$ cat src/rtl/bus_claim_pkg.sv
package bus_claim_pkg;
  typedef enum logic [2:0] {
    ST_IDLE,
    ST_SETTLE,
    ST_HOLD,
    ST_BACKOFF,
    ST_OWN
  } arb_state_e;
endpackage

$ cat src/rtl/claim_sync.sv
module claim_sync #(
  parameter int W = 1
) (
  input  logic         clk_i,
  input  logic         rst_ni,
  input  logic [W-1:0] async_ni,
  output logic [W-1:0] sync_no
);
  for (genvar i = 0; i < W; i++) begin : g_bit
    logic s1_q, s2_q;
    // reset to released (pull-up) level
    always_ff @(posedge clk_i or negedge rst_ni) begin
      if (!rst_ni) begin
        s1_q <= 1'b1;
        s2_q <= 1'b1;
      end else begin
        s1_q <= async_ni[i];
        s2_q <= s1_q;
      end
    end
    assign sync_no[i] = s2_q;
  end
endmodule

$ cat src/rtl/claim_timer.sv
module claim_timer #(
  parameter int W = 8
) (
  input  logic         clk_i,
  input  logic         rst_ni,
  input  logic         load_i,
  input  logic [W-1:0] load_val_i,
  output logic         done_o
);
  logic [W-1:0] cnt_q;

  always_ff @(posedge clk_i or negedge rst_ni) begin
    if (!rst_ni)            cnt_q <= '0;
    else if (load_i)        cnt_q <= load_val_i;
    else if (cnt_q != '0)   cnt_q <= cnt_q - 1'b1;
  end

  assign done_o = (cnt_q == '0);
endmodule

$ cat src/rtl/bus_claim_arb.sv
module bus_claim_arb
  import bus_claim_pkg::*;
#(
  parameter int NUM_PEERS = 2,
  parameter int SETT_CYC  = 1000,
  parameter int HOLD_CYC  = 200000,
  parameter int BACK_CYC  = 200000,
  parameter int DEAD_CYC  = 2000000
) (
  input  logic                 clk_i,
  input  logic                 rst_ni,
  input  logic                 req_i,
  input  logic                 rel_i,
  input  logic [NUM_PEERS-1:0] peer_claim_ni,
  output logic                 claim_no,
  output logic                 grant_o,
  output logic                 fail_o
);
  localparam int PH_MAX = (SETT_CYC > HOLD_CYC) ?
                          ((SETT_CYC > BACK_CYC) ? SETT_CYC : BACK_CYC) :
                          ((HOLD_CYC > BACK_CYC) ? HOLD_CYC : BACK_CYC);
  localparam int PH_W = $clog2(PH_MAX + 1);
  localparam int DL_W = $clog2(DEAD_CYC + 1);

  arb_state_e state_q, state_d;
  logic [NUM_PEERS-1:0] peer_sync_n;
  logic contend;
  logic ph_load, ph_done, dl_load, dl_done, fail_d;
  logic [PH_W-1:0] ph_val;
  logic claim_nq, grant_q, fail_q;

  claim_sync #(.W(NUM_PEERS)) sync_i (
    .clk_i   (clk_i),
    .rst_ni  (rst_ni),
    .async_ni(peer_claim_ni),
    .sync_no (peer_sync_n)
  );

  assign contend = ~&peer_sync_n;

  claim_timer #(.W(PH_W)) phase_tmr_i (
    .clk_i     (clk_i),
    .rst_ni    (rst_ni),
    .load_i    (ph_load),
    .load_val_i(ph_val),
    .done_o    (ph_done)
  );

  claim_timer #(.W(DL_W)) dead_tmr_i (
    .clk_i     (clk_i),
    .rst_ni    (rst_ni),
    .load_i    (dl_load),
    .load_val_i(DL_W'(DEAD_CYC - 1)),
    .done_o    (dl_done)
  );

  always_comb begin
    state_d = state_q;
    ph_load = 1'b0;
    ph_val  = '0;
    dl_load = 1'b0;
    fail_d  = 1'b0;
    unique case (state_q)
      ST_IDLE: begin
        if (req_i && !rel_i) begin
          state_d = ST_SETTLE;
          ph_load = 1'b1;
          ph_val  = PH_W'(SETT_CYC - 1);
          dl_load = 1'b1;
        end
      end
      ST_SETTLE, ST_HOLD, ST_BACKOFF: begin
        if (rel_i) begin
          state_d = ST_IDLE;
        end else if (dl_done) begin
          // deadline outranks any phase outcome
          state_d = ST_IDLE;
          fail_d  = 1'b1;
        end else if (ph_done) begin
          if (state_q == ST_BACKOFF) begin
            state_d = ST_SETTLE;
            ph_load = 1'b1;
            ph_val  = PH_W'(SETT_CYC - 1);
          end else if (!contend) begin
            state_d = ST_OWN;
          end else if (state_q == ST_SETTLE) begin
            state_d = ST_HOLD;
            ph_load = 1'b1;
            ph_val  = PH_W'(HOLD_CYC - 1);
          end else begin
            state_d = ST_BACKOFF;
            ph_load = 1'b1;
            ph_val  = PH_W'(BACK_CYC - 1);
          end
        end
      end
      ST_OWN: begin
        if (rel_i) state_d = ST_IDLE;
      end
      default: state_d = ST_IDLE;
    endcase
  end

  always_ff @(posedge clk_i or negedge rst_ni) begin
    if (!rst_ni) begin
      state_q  <= ST_IDLE;
      claim_nq <= 1'b1;
      grant_q  <= 1'b0;
      fail_q   <= 1'b0;
    end else begin
      state_q  <= state_d;
      claim_nq <= !(state_d == ST_SETTLE || state_d == ST_HOLD || state_d == ST_OWN);
      grant_q  <= (state_d == ST_OWN);
      fail_q   <= fail_d;
    end
  end

  assign claim_no = claim_nq;
  assign grant_o  = grant_q;
  assign fail_o   = fail_q;
endmodule

$ cat config.mk
export PLATFORM = sky130hd
export DESIGN_NAME = bus_claim_arb
export DESIGN_NICKNAME = d
export VERILOG_FILES = /design/src/rtl/bus_claim_pkg.sv /design/src/rtl/claim_sync.sv /design/src/rtl/claim_timer.sv /design/src/rtl/bus_claim_arb.sv
export SDC_FILE = /design/constraint.sdc
export NUM_CORES = 1
export LEC_CHECK = 0
export BUFFER_PORTS_ARGS = -buffer_cell sky130_fd_sc_hd__buf_2
export CORE_ASPECT_RATIO = 1.25
export CORE_MARGIN = 8
export CORE_UTILIZATION = 25
export DETAILED_ROUTE_END_ITERATION = 12
export PLACE_DENSITY = 0.38
export SYNTH_ARGS = -nofsm -noshare
export SYNTH_HDL_FRONTEND = slang
export SYNTH_SLANG_ARGS = --single-unit
$ cat constraint.sdc
create_clock -name clk_i -period 4.7 [get_ports clk_i]
set_input_delay 0.47 -clock clk_i [delete_from_list [all_inputs] [get_ports clk_i]]
set_output_delay 0.47 -clock clk_i [all_outputs]
set_load 0.005 [all_outputs]
# [Word-level counts from Yosys, hierarchy flattened]
# Cells that the tools add are included.
[totals] regBits=49 in_bits=6 output_inout_bits=3 wordCells=64
[classes] n_addsub=2 eq_ne=7 muxes=31 n_reduce_logical=14
[ops] cell="$mux 18" n=7
[ops] cell="$mux 21" n=2
[ops] cell="$pmux 18 s2" n=1
[ops] cell="$logic_not 21->1" n=1
[ops] cell="$mux 3" n=7
[ops] cell="$reduce_bool 21->1" n=1
[ops] cell="$sub 21x1->21 const B" n=1
[ops] cell="$logic_not 18->1" n=1
[ops] cell="$reduce_bool 18->1" n=1
[ops] cell="$sub 18x1->18 const B" n=1
[ops] cell="$mux 1" n=11
[ops] cell="$mux 10" n=1
[ops] cell="$eq 3x2->1 const B" n=3
[ops] cell="$pmux 3 s3" n=1
[ops] cell="$eq 3x1->1 const B" n=2
[ops] cell="$eq 3x3->1 const B" n=2
[ops] cell="$reduce_bool 2->1" n=2
[ops] cell="$logic_not 3->1" n=1
[ops] cell="$reduce_or 3->1" n=1
[ops] cell="$logic_not 1->1" n=2
[ops] cell="$logic_or 1x1->1" n=2
[ops] cell="$pmux 1 s2" n=1
[ops] cell="$reduce_and 2->1" n=1
[ops] cell="$logic_and 1x1->1" n=1

# [Logic depth before layout (Yosys ltp)]
# Gate-level depths: netlist of the first run.
[depth] ltp_word=12 ltp_mapped=8 depth_no_buf=7

# [Hierarchy]
# A second synthesis of the first run with hierarchy kept.
[hier_totals] cells_unflattened=294 hier_area_um2=2902.8
[by_module_without_submodules] mod="claim_timer (dead_tmr_i)" instances=1 cells_each=129 area_each_um2=1297.5 seq_area_each_um2=525.5
[by_module_without_submodules] mod="claim_timer (phase_tmr_i)" instances=1 cells_each=110 area_each_um2=1081.0 seq_area_each_um2=450.4
[by_module_without_submodules] mod="bus_claim_arb" instances=1 cells_each=49 area_each_um2=404.1 seq_area_each_um2=151.4
[by_module_without_submodules] mod="claim_sync" instances=1 cells_each=6 area_each_um2=120.1 seq_area_each_um2=105.1

# [Worst setup path after synthesis of the first run]
# Ideal clock, no wire load.
[synth_path] path_type="register to register" from="register phase_tmr_i.cnt_q[8]" to="register claim_nq (netlist: claim_no)" setup_ps=80 arrival_ps=2022 t_required_ps=4620 slack_ps=2599 stages_incl_launch_ff=7 path_buffers=1 period_less_slack_ps=2101 path_cell_list="dfrtp_1 or4_4 or4_1 buf_6 nor3_2 a22oi_1 a32o_1"
[synth_between] elab_chain_len=9 word_cells_on_any_way=11 cone_classes="eq/ne: 3; mux: 4; reduce/logical: 4"
[synth_rtl] item="start, declared" line="claim_timer.sv:10" rtl="logic [W-1:0] cnt_q;"
[synth_rtl] item="start signal, assigned" line="claim_timer.sv:14" rtl="else if (load_i) cnt_q <= load_val_i;"
[synth_rtl] item="start signal, assigned" line="claim_timer.sv:15" rtl="else if (cnt_q != '0) cnt_q <= cnt_q - 1'b1;"
[synth_rtl] item="$logic_not 18->1 *" line="claim_timer.sv:18" rtl="assign done_o = (cnt_q == '0);"
[synth_rtl] item="$mux 3 *" line="bus_claim_arb.sv:79" rtl="end else if (ph_done) begin"
[synth_rtl] item="$mux 3 *" line="bus_claim_arb.sv:75" rtl="end else if (dl_done) begin"
[synth_rtl] item="$mux 3 *" line="bus_claim_arb.sv:73" rtl="if (rel_i) begin"
[synth_rtl] item="$pmux 3 s3 *" line="bus_claim_arb.sv:63" rtl="unique case (state_q)"
[synth_rtl] item="$eq 3x1->1 / $eq 3x2->1 (equally long branches)" line="bus_claim_arb.sv:112" rtl="claim_nq <= !(state_d == ST_SETTLE || state_d == ST_HOLD || state_d == ST_OWN);"
[synth_rtl] item="$logic_or 1x1->1" line="bus_claim_arb.sv:112"
[synth_rtl] item="$logic_or 1x1->1 *" line="bus_claim_arb.sv:112"
[synth_rtl] item="$logic_not 1->1 *" line="bus_claim_arb.sv:112"
[synth_rtl] item="end signal, assigned" line="bus_claim_arb.sv:112"
[synth_rtl] item="end, declared" line="bus_claim_arb.sv:30" rtl="logic claim_nq, grant_q, fail_q;"
# Mark *: on every way between the ends. The rest lies on a longest branch, timed or not.
# A chain may end at the register's enable or synchronous reset.

# [Worst setup path after layout of the first run]
[layout_path] from="register phase_tmr_i.cnt_q[8]" to="register phase_tmr_i.cnt_q[3]"
[layout_between] elab_chain_len=6 word_cells_on_any_way=12 cone_classes="mux: 9; reduce/logical: 3"
[layout_rtl] item="$logic_not 18->1" line="claim_timer.sv:18"
[layout_rtl] item="$mux 18 / $mux 1 (equally long branches)" line="bus_claim_arb.sv:79"
[layout_rtl] item="$mux 18 / $mux 1 (equally long branches)" line="bus_claim_arb.sv:75"
[layout_rtl] item="$mux 18 / $mux 1 (equally long branches)" line="bus_claim_arb.sv:73"
[layout_rtl] item="$pmux 18 s2 / $pmux 1 s2 (equally long branches)" line="bus_claim_arb.sv:63"
[layout_rtl] item="$mux 18 / $reduce_bool 2->1 (equally long branches)"
# Parallel ways exist; a longest one is shown, timed or not.

==> flow_summary_export.csv, run 1 <==
group,metric,value,unit
synth,yosysMostFrequentCell,"dfrtp_1",
layout,area_growth,12.8,%
detailed_routing,drcViolationCount,0,
setup_path,arrival,2.78,ns
timing,max_freq,387,MHz
synth,ys_seq_area_share,48.0,%
timing,finalSetupViolations,0,
grt,overflow,0,
synth,syn_area_per_cell,10.0,µm²
synth,synth-seq-cells,49,
layout,stdcell_area,2900,µm²
status,status,"completed",
clock_network,clkLatencyLatePin,0.29,ns
power_and_ir_drop,ir_drop,146,µV
timing,worstMarginPinSlew,0.809,ns
grt,grt_usage,9.40,%
timing,rsz0062_at_grt,"no",
grt,grt_max_degree,50,
synth,synth-edff-count,0,
timing,finalHoldViolations,0,
detailed_routing,drtPass1Iterations,4,
floorplan,die_y,129,µm
timing,slew_violations,0,
synth,synth_area_leaders,"dfrtp_1 43%, xnor2_1 5.5%, dfstp_2 5.1%, o21ai_0 3.3%, nand2_1 2.9%",
floorplan,initial_utilization,25.6,%
grt,antenna_found_initial,0,
detailed_routing,vias,1914,
setup_path,cpPeakStageDelay,0.71,ns
power_and_ir_drop,p_per_area,347,nW/µm²
setup_path,path_max_fanout,9,
setup_path,path_class,"reg -> reg",
grt,grt_pass1_wl,10400,µm
detailed_routing,totalWireLength,6020,µm
synth,syn_area,2570,µm²
synth,synthArstFlopShare,100,%
placed_design,dp_hpwl,4170,µm
synth,synth_top_area_share,42.8,%
layout,stdcell_count,395,
floorplan,placementRows,41,
hold_path,hp-class,"in -> reg",
layout,antenna_cells,0,
layout,drive_above_1_share,13.2,%
floorplan,die_area,13800,µm²
setup_path,cp_cell_sequence,"or4_4 -> or4_1 -> nor2_8 -> nand3_1 -> o21ai_0",
power_and_ir_drop,seqPwrFrac,50.0,%
power_and_ir_drop,p_leak,1.11,nW
flow_run,cap_violations,0,
timing,setup_tns,0,ns
synth,synth_warnings,0,
power_and_ir_drop,swShare,27.2,%
placed_design,placed_area,2750,µm²
synth,yosysUniqueCellTypes,49,
clock_network,root_buffer,"clkbuf_16",
clock_network,ctsHoldBuffers,0,
floorplan,die_w,107,µm
timing,fin_crit,2.58,ns
synth,syn_nets,265,
detailed_routing,vias_per_cell,4.85,
clock_network,numCtsBuffers,5,
clock_network,cts_tree,"built",
power_and_ir_drop,clkPwrFrac,36.5,%
synth,synth_common_cells,"44 x dfrtp_1, 20 x nand2_1, 17 x o21ai_0, 16 x nor2_1, 16 x xnor2_1",
detailed_routing,drt_iter0_markers,126,
setup_path,start_kind,"flip-flop",
placed_design,place_inst,387,
synth,ys.flop_type,"dfrtp_1",
power_and_ir_drop,power.switching,0.274,mW
placed_design,io_buffer_count,8,
clock_network,clk_pin_slew,0.07,ns
placed_design,place.gp.congestion,0.722,
setup_path,r2r_setup_slack,2.12,ns
clock_network,cts_max_path_buffers,2,
floorplan,pin_count,9,
timing,skew,0.00989,ns
layout,nets,274,
power_and_ir_drop,internal_power,0.732,mW
synth,synth_cells,256,
clock_network,htreeDepth,2,
floorplan,core,10100,µm²
setup_path,slowest_stage,"or4_1",
clock_network,cts_resized,0,
clock_network,post_cts_buffers,0,
timing,slew_headroom,45.9,%
detailed_routing,ant_nets,0,
setup_path,worst_setup_path_end_kind,"flip-flop",
clock_network,cts.sink_count,49,
timing,min_period_over_period,55.0,%
grt,first_global_vias,2003,
setup_path,critPathRequiredTime,4.89,ns
power_and_ir_drop,p_comb_share,13.4,%
synth,yosys.area.top_type,"dfrtp_1",
detailed_routing,wl_per_cell,15.2,µm
-- metal layers --
metal | global-route usage (%) | vias up | wire [µm]
met3 | 1.89 | 6 | 145
met5 | 0 | - | 0
met1 | 11.6 | 941 | 2850
met2 | 16.0 | 13 | 2960
met4 | 2.99 | 0 | 71
li1 | - | 954 | -
-- sequential cells by signal (all words and copies together) (netlist names) --
name               cells
claim_no               1
fail_o                 1
grant_o                1
sync_i.g_bit.s2_q      2
state_q                3
dead_tmr_i.cnt_q      21
phase_tmr_i.cnt_q     18
sync_i.g_bit.s1_q      2
-- power groups by stage --
stage          clock, mW  combinational [mW]  sequential, mW
6_report           0.367               0.135           0.503
5_1_grt            0.401               0.157           0.511
4_1_cts            0.382               0.140           0.504
3_5_place_dp           0               0.137           0.512
3_3_place_gp           0               0.137           0.511
2_1_floorplan          0               0.100           0.501
-- critical path: cells and delay by family, from the launching register on --
kind             cells  cell delay, ns
AO/OA/AOI/OAI        1            0.19
flip-flops           1            0.44
AND/OR/NAND/NOR      4            1.86
-- metrics by stage --
step           setup slack [ns]  utilization (%)  power, mW  hold slack [ns]
2_1_floorplan              2.60                -      0.601            0.174
3_3_place_gp               2.14             27.3      0.648            0.346
3_5_place_dp               2.12             27.3      0.649            0.347
4_1_cts                    2.10             28.8       1.03            0.277
5_1_grt                    1.95             28.8       1.07            0.268
6_report                   2.12             28.8       1.01            0.281
-- cell families after synthesis --
family	after synthesis	share of synthesized area, %
xor gates and xnor gates	24	8.18
DFF	49	48.0
buffers and inverters	16	2.68
AOI/OAI and AO/OA	56	14.4
and+or+nand+nor	108	25.3
adders and majority gates	3	1.46
-- layout by cell type, fill, tap and decap left out, types with 9 or more instances in the layout --
cell type / netlist / layout
xnor2_1: 16 / 16
o21ai_0: 17 / 17
nand3_1: 15 / 15
nor2_1: 16 / 16
a21oi_1: 10 / 10
dfrtp_1: 44 / 44
nand2_1: 20 / 20
or4_1: 9 / 9
-- area by class of cell --
cell class                 instances  area [µm²]
clock buffer                       7         143
multi-input combinational        191        1270
sequential                        49        1230
timing repair buffer              10        55.1
clock inverter                     1        7.51
tap                              129         161
fill                            1089        7160
inverter                           8        30.0
-- final timing paths --
path                                        end  cells past startpoint                 start
max                        phase_tmr_i.cnt_q[3]                      5  phase_tmr_i.cnt_q[8]
min                        sync_i.g_bit[0].s1_q                      1      peer_claim_ni[0]
max reg2reg                phase_tmr_i.cnt_q[3]                      5  phase_tmr_i.cnt_q[8]
min reg2reg                sync_i.g_bit[1].s2_q                      0  sync_i.g_bit[1].s1_q
max in group asynchronous  phase_tmr_i.cnt_q[5]                      2                rst_ni
min in group asynchronous   dead_tmr_i.cnt_q[6]                      2                rst_ni
Note: power is estimated with default switching activity, not from simulation.
==> run 2: changes to the inputs <==
==> constraint.sdc (replaced) <==
create_clock -name clk_i -period 2.4 [get_ports clk_i]
set_input_delay 0.24 -clock clk_i [delete_from_list [all_inputs] [get_ports clk_i]]
set_output_delay 0.24 -clock clk_i [all_outputs]
set_load 0.005 [all_outputs]
==> run 2 against run 1 <==
  * Register-to-register slack worse by 2.0 ns
  * Count of clock-buffer cells in the layout fell by 2
  * Worst hold slack got worse by 0.24 ns
==> flow_summary_export.csv, run 2 (synthesis gave the netlist of run 1 again) <==
group,metric,value,unit
setup_path,cpPeakStageDelay,0.58,ns
floorplan,die_area,13800,µm²
layout,final_cell_mix,"44 x dfrtp_1, 20 x nand2_1, 17 x o21ai_0, 16 x nor2_1, 16 x xnor2_1",
setup_path,worst_setup_path_end_kind,"flip-flop",
grt,grt_max_degree,50,
layout,reg.largest.list,"dead_tmr_i.cnt_q x21, phase_tmr_i.cnt_q x18, state_q x3",
floorplan,placementRows,41,
clock_network,clk_pin_slew,0.07,ns
detailed_routing,vias_per_cell,4.93,
status,status,"completed",
layout,regArea,1230,µm²
setup_path,r2r_setup_slack,0.11,ns
detailed_routing,totalWireLength,6170,µm
clock_network,clkLatencyLatePin,0.29,ns
hold_path,hp-class,"in -> async",
grt,antenna_found_initial,0,
setup_path,path_class,"reg -> reg",
clock_network,ctsHoldBuffers,0,
detailed_routing,drt_iter0_markers,99,
floorplan,core,10100,µm²
layout,final_common_cell,"dfrtp_1",
clock_network,cts_tree,"built",
clock_network,cts_resized,0,
placed_design,dp_hpwl,4430,µm
layout,multi_input_area,1270,µm²
timing,finalSetupViolations,0,
clock_network,root_buffer,"clkbuf_16",
grt,met1_usage,11.2,%
grt,grt_pass1_wl,10600,µm
setup_path,reg2reg_from,"phase_tmr_i.cnt_q[8]",
power_and_ir_drop,p_leak,1.17,nW
clock_network,cts.sink_count,49,
timing,setup_tns,0,ns
detailed_routing,drtPass1Iterations,4,
detailed_routing,vias,2000,
layout,top_register,"dead_tmr_i.cnt_q",
setup_path,slowest_stage,"or4_4",
layout,antenna_cells,0,
setup_path,critPathRequiredTime,2.60,ns
clock_network,post_cts_buffers,0,
setup_path,ff2ff_path_depth,6,
clock_network,htreeDepth,2,
detailed_routing,wl_per_cell,15.2,µm
grt,gr-usage-met2,17.0,%
setup_path,path_max_fanout,9,
setup_path,cp_cell_sequence,"or4_4 -> or4_1 -> buf_4 -> nor2_8 -> nand3_1 -> o21ai_0",
timing,skew,0.0127,ns
timing,rsz0062_at_grt,"no",
setup_path,arrival,2.49,ns
detailed_routing,drcViolationCount,0,
detailed_routing,ant_nets,0,
timing,min_period_over_period,95.5,%
grt,first_global_vias,2083,
clock_network,numCtsBuffers,5,
floorplan,pin_count,9,
timing,slew_violations,0,
layout,nets,285,
setup_path,start_kind,"flip-flop",
placed_design,placed_area,2830,µm²
clock_network,cts_max_path_buffers,2,
floorplan,die_w,107,µm
layout,stdcell_area,3000,µm²
setup_path,reg2reg_to,"phase_tmr_i.cnt_q[10]",
layout,fin_util,29.9,%
floorplan,die_y,129,µm
grt,overflow,0,
timing,max_freq,436,MHz
layout,area_growth,16.8,%
timing,slew_headroom,50.9,%
power_and_ir_drop,p_per_area,697,nW/µm²
grt,grt_usage,9.53,%
timing,fin_crit,2.29,ns
placed_design,place.gp.congestion,0.761,
layout,largest_reg_flops,21,
grt,busiest_layer,"met2",
floorplan,initial_utilization,25.6,%
timing,worstMarginPinSlew,0.717,ns
layout,drive_above_1_share,17.0,%
flow_run,cap_violations,0,
timing,finalHoldViolations,0,
layout,fillers,1114,
placed_design,io_buffer_count,8,
grt,globalRouteMet3Util,1.89,%
power_and_ir_drop,power,2.09,mW
power_and_ir_drop,ir_drop,297,µV
-- run 2: report_power, final --
| group | switching [mW] | leakage, nW | total, mW | internal [mW] |
|---|---|---|---|---|
| Clock | 0.324 | 0.0800 | 0.818 | 0.494 |
| Sequential | 0.0794 | 0.572 | 0.985 | 0.905 |
| Combinational | 0.163 | 0.519 | 0.289 | 0.126 |
| Total | 0.566 | 1.17 | 2.09 | 1.53 |
-- run 2: worst max-delay path: cells and delay by family (launching register included) --
kind            cells  cell delay [ns]
compound gates      1             0.18
buf+inv             1             0.20
simple gates        4             1.41
flops               1             0.42
-- run 2: cell type report --
cell class | count | share of cell area, %
clock buffer | 5 | 4.17
timing repair buffer | 21 | 4.59
clock inverter | 3 | 1.54
tap | 129 | 5.38
multi-input combinational | 191 | 42.3
sequential | 49 | 41.1
inverter | 8 | 1.00
-- run 2: worst max path at each step --
stage | startpoint | endpoint | slack, ns | cells past startpoint
2_1_floorplan | phase_tmr_i.cnt_q[8] | claim_no | 0.30 | 6
3_3_place_gp | phase_tmr_i.cnt_q[8] | phase_tmr_i.cnt_q[13] | 0.15 | 6
3_5_place_dp | phase_tmr_i.cnt_q[8] | phase_tmr_i.cnt_q[10] | 0.13 | 6
4_1_cts | phase_tmr_i.cnt_q[8] | phase_tmr_i.cnt_q[10] | 0.10 | 6
5_1_grt | phase_tmr_i.cnt_q[8] | phase_tmr_i.cnt_q[3] | 0.0004 | 6
6_report | phase_tmr_i.cnt_q[8] | phase_tmr_i.cnt_q[10] | 0.11 | 6
-- run 2: routing by layer --
metal | wire length, µm | share of wire (%)
met3 | 132 | 2.1
met5 | 0 | 0
met2 | 3230 | 52
met1 | 2770 | 45
met4 | 36 | 0.58
-- run 2: per-stage QoR --
stage          cells  hold slack [ns]  worst slack, ns
2_1_floorplan    256          -0.0556            0.299
3_3_place_gp     398            0.346            0.148
3_5_place_dp     398            0.347            0.126
4_1_cts          406           0.0377            0.102
5_1_grt          406           0.0338         0.000354
6_report         406           0.0398            0.108
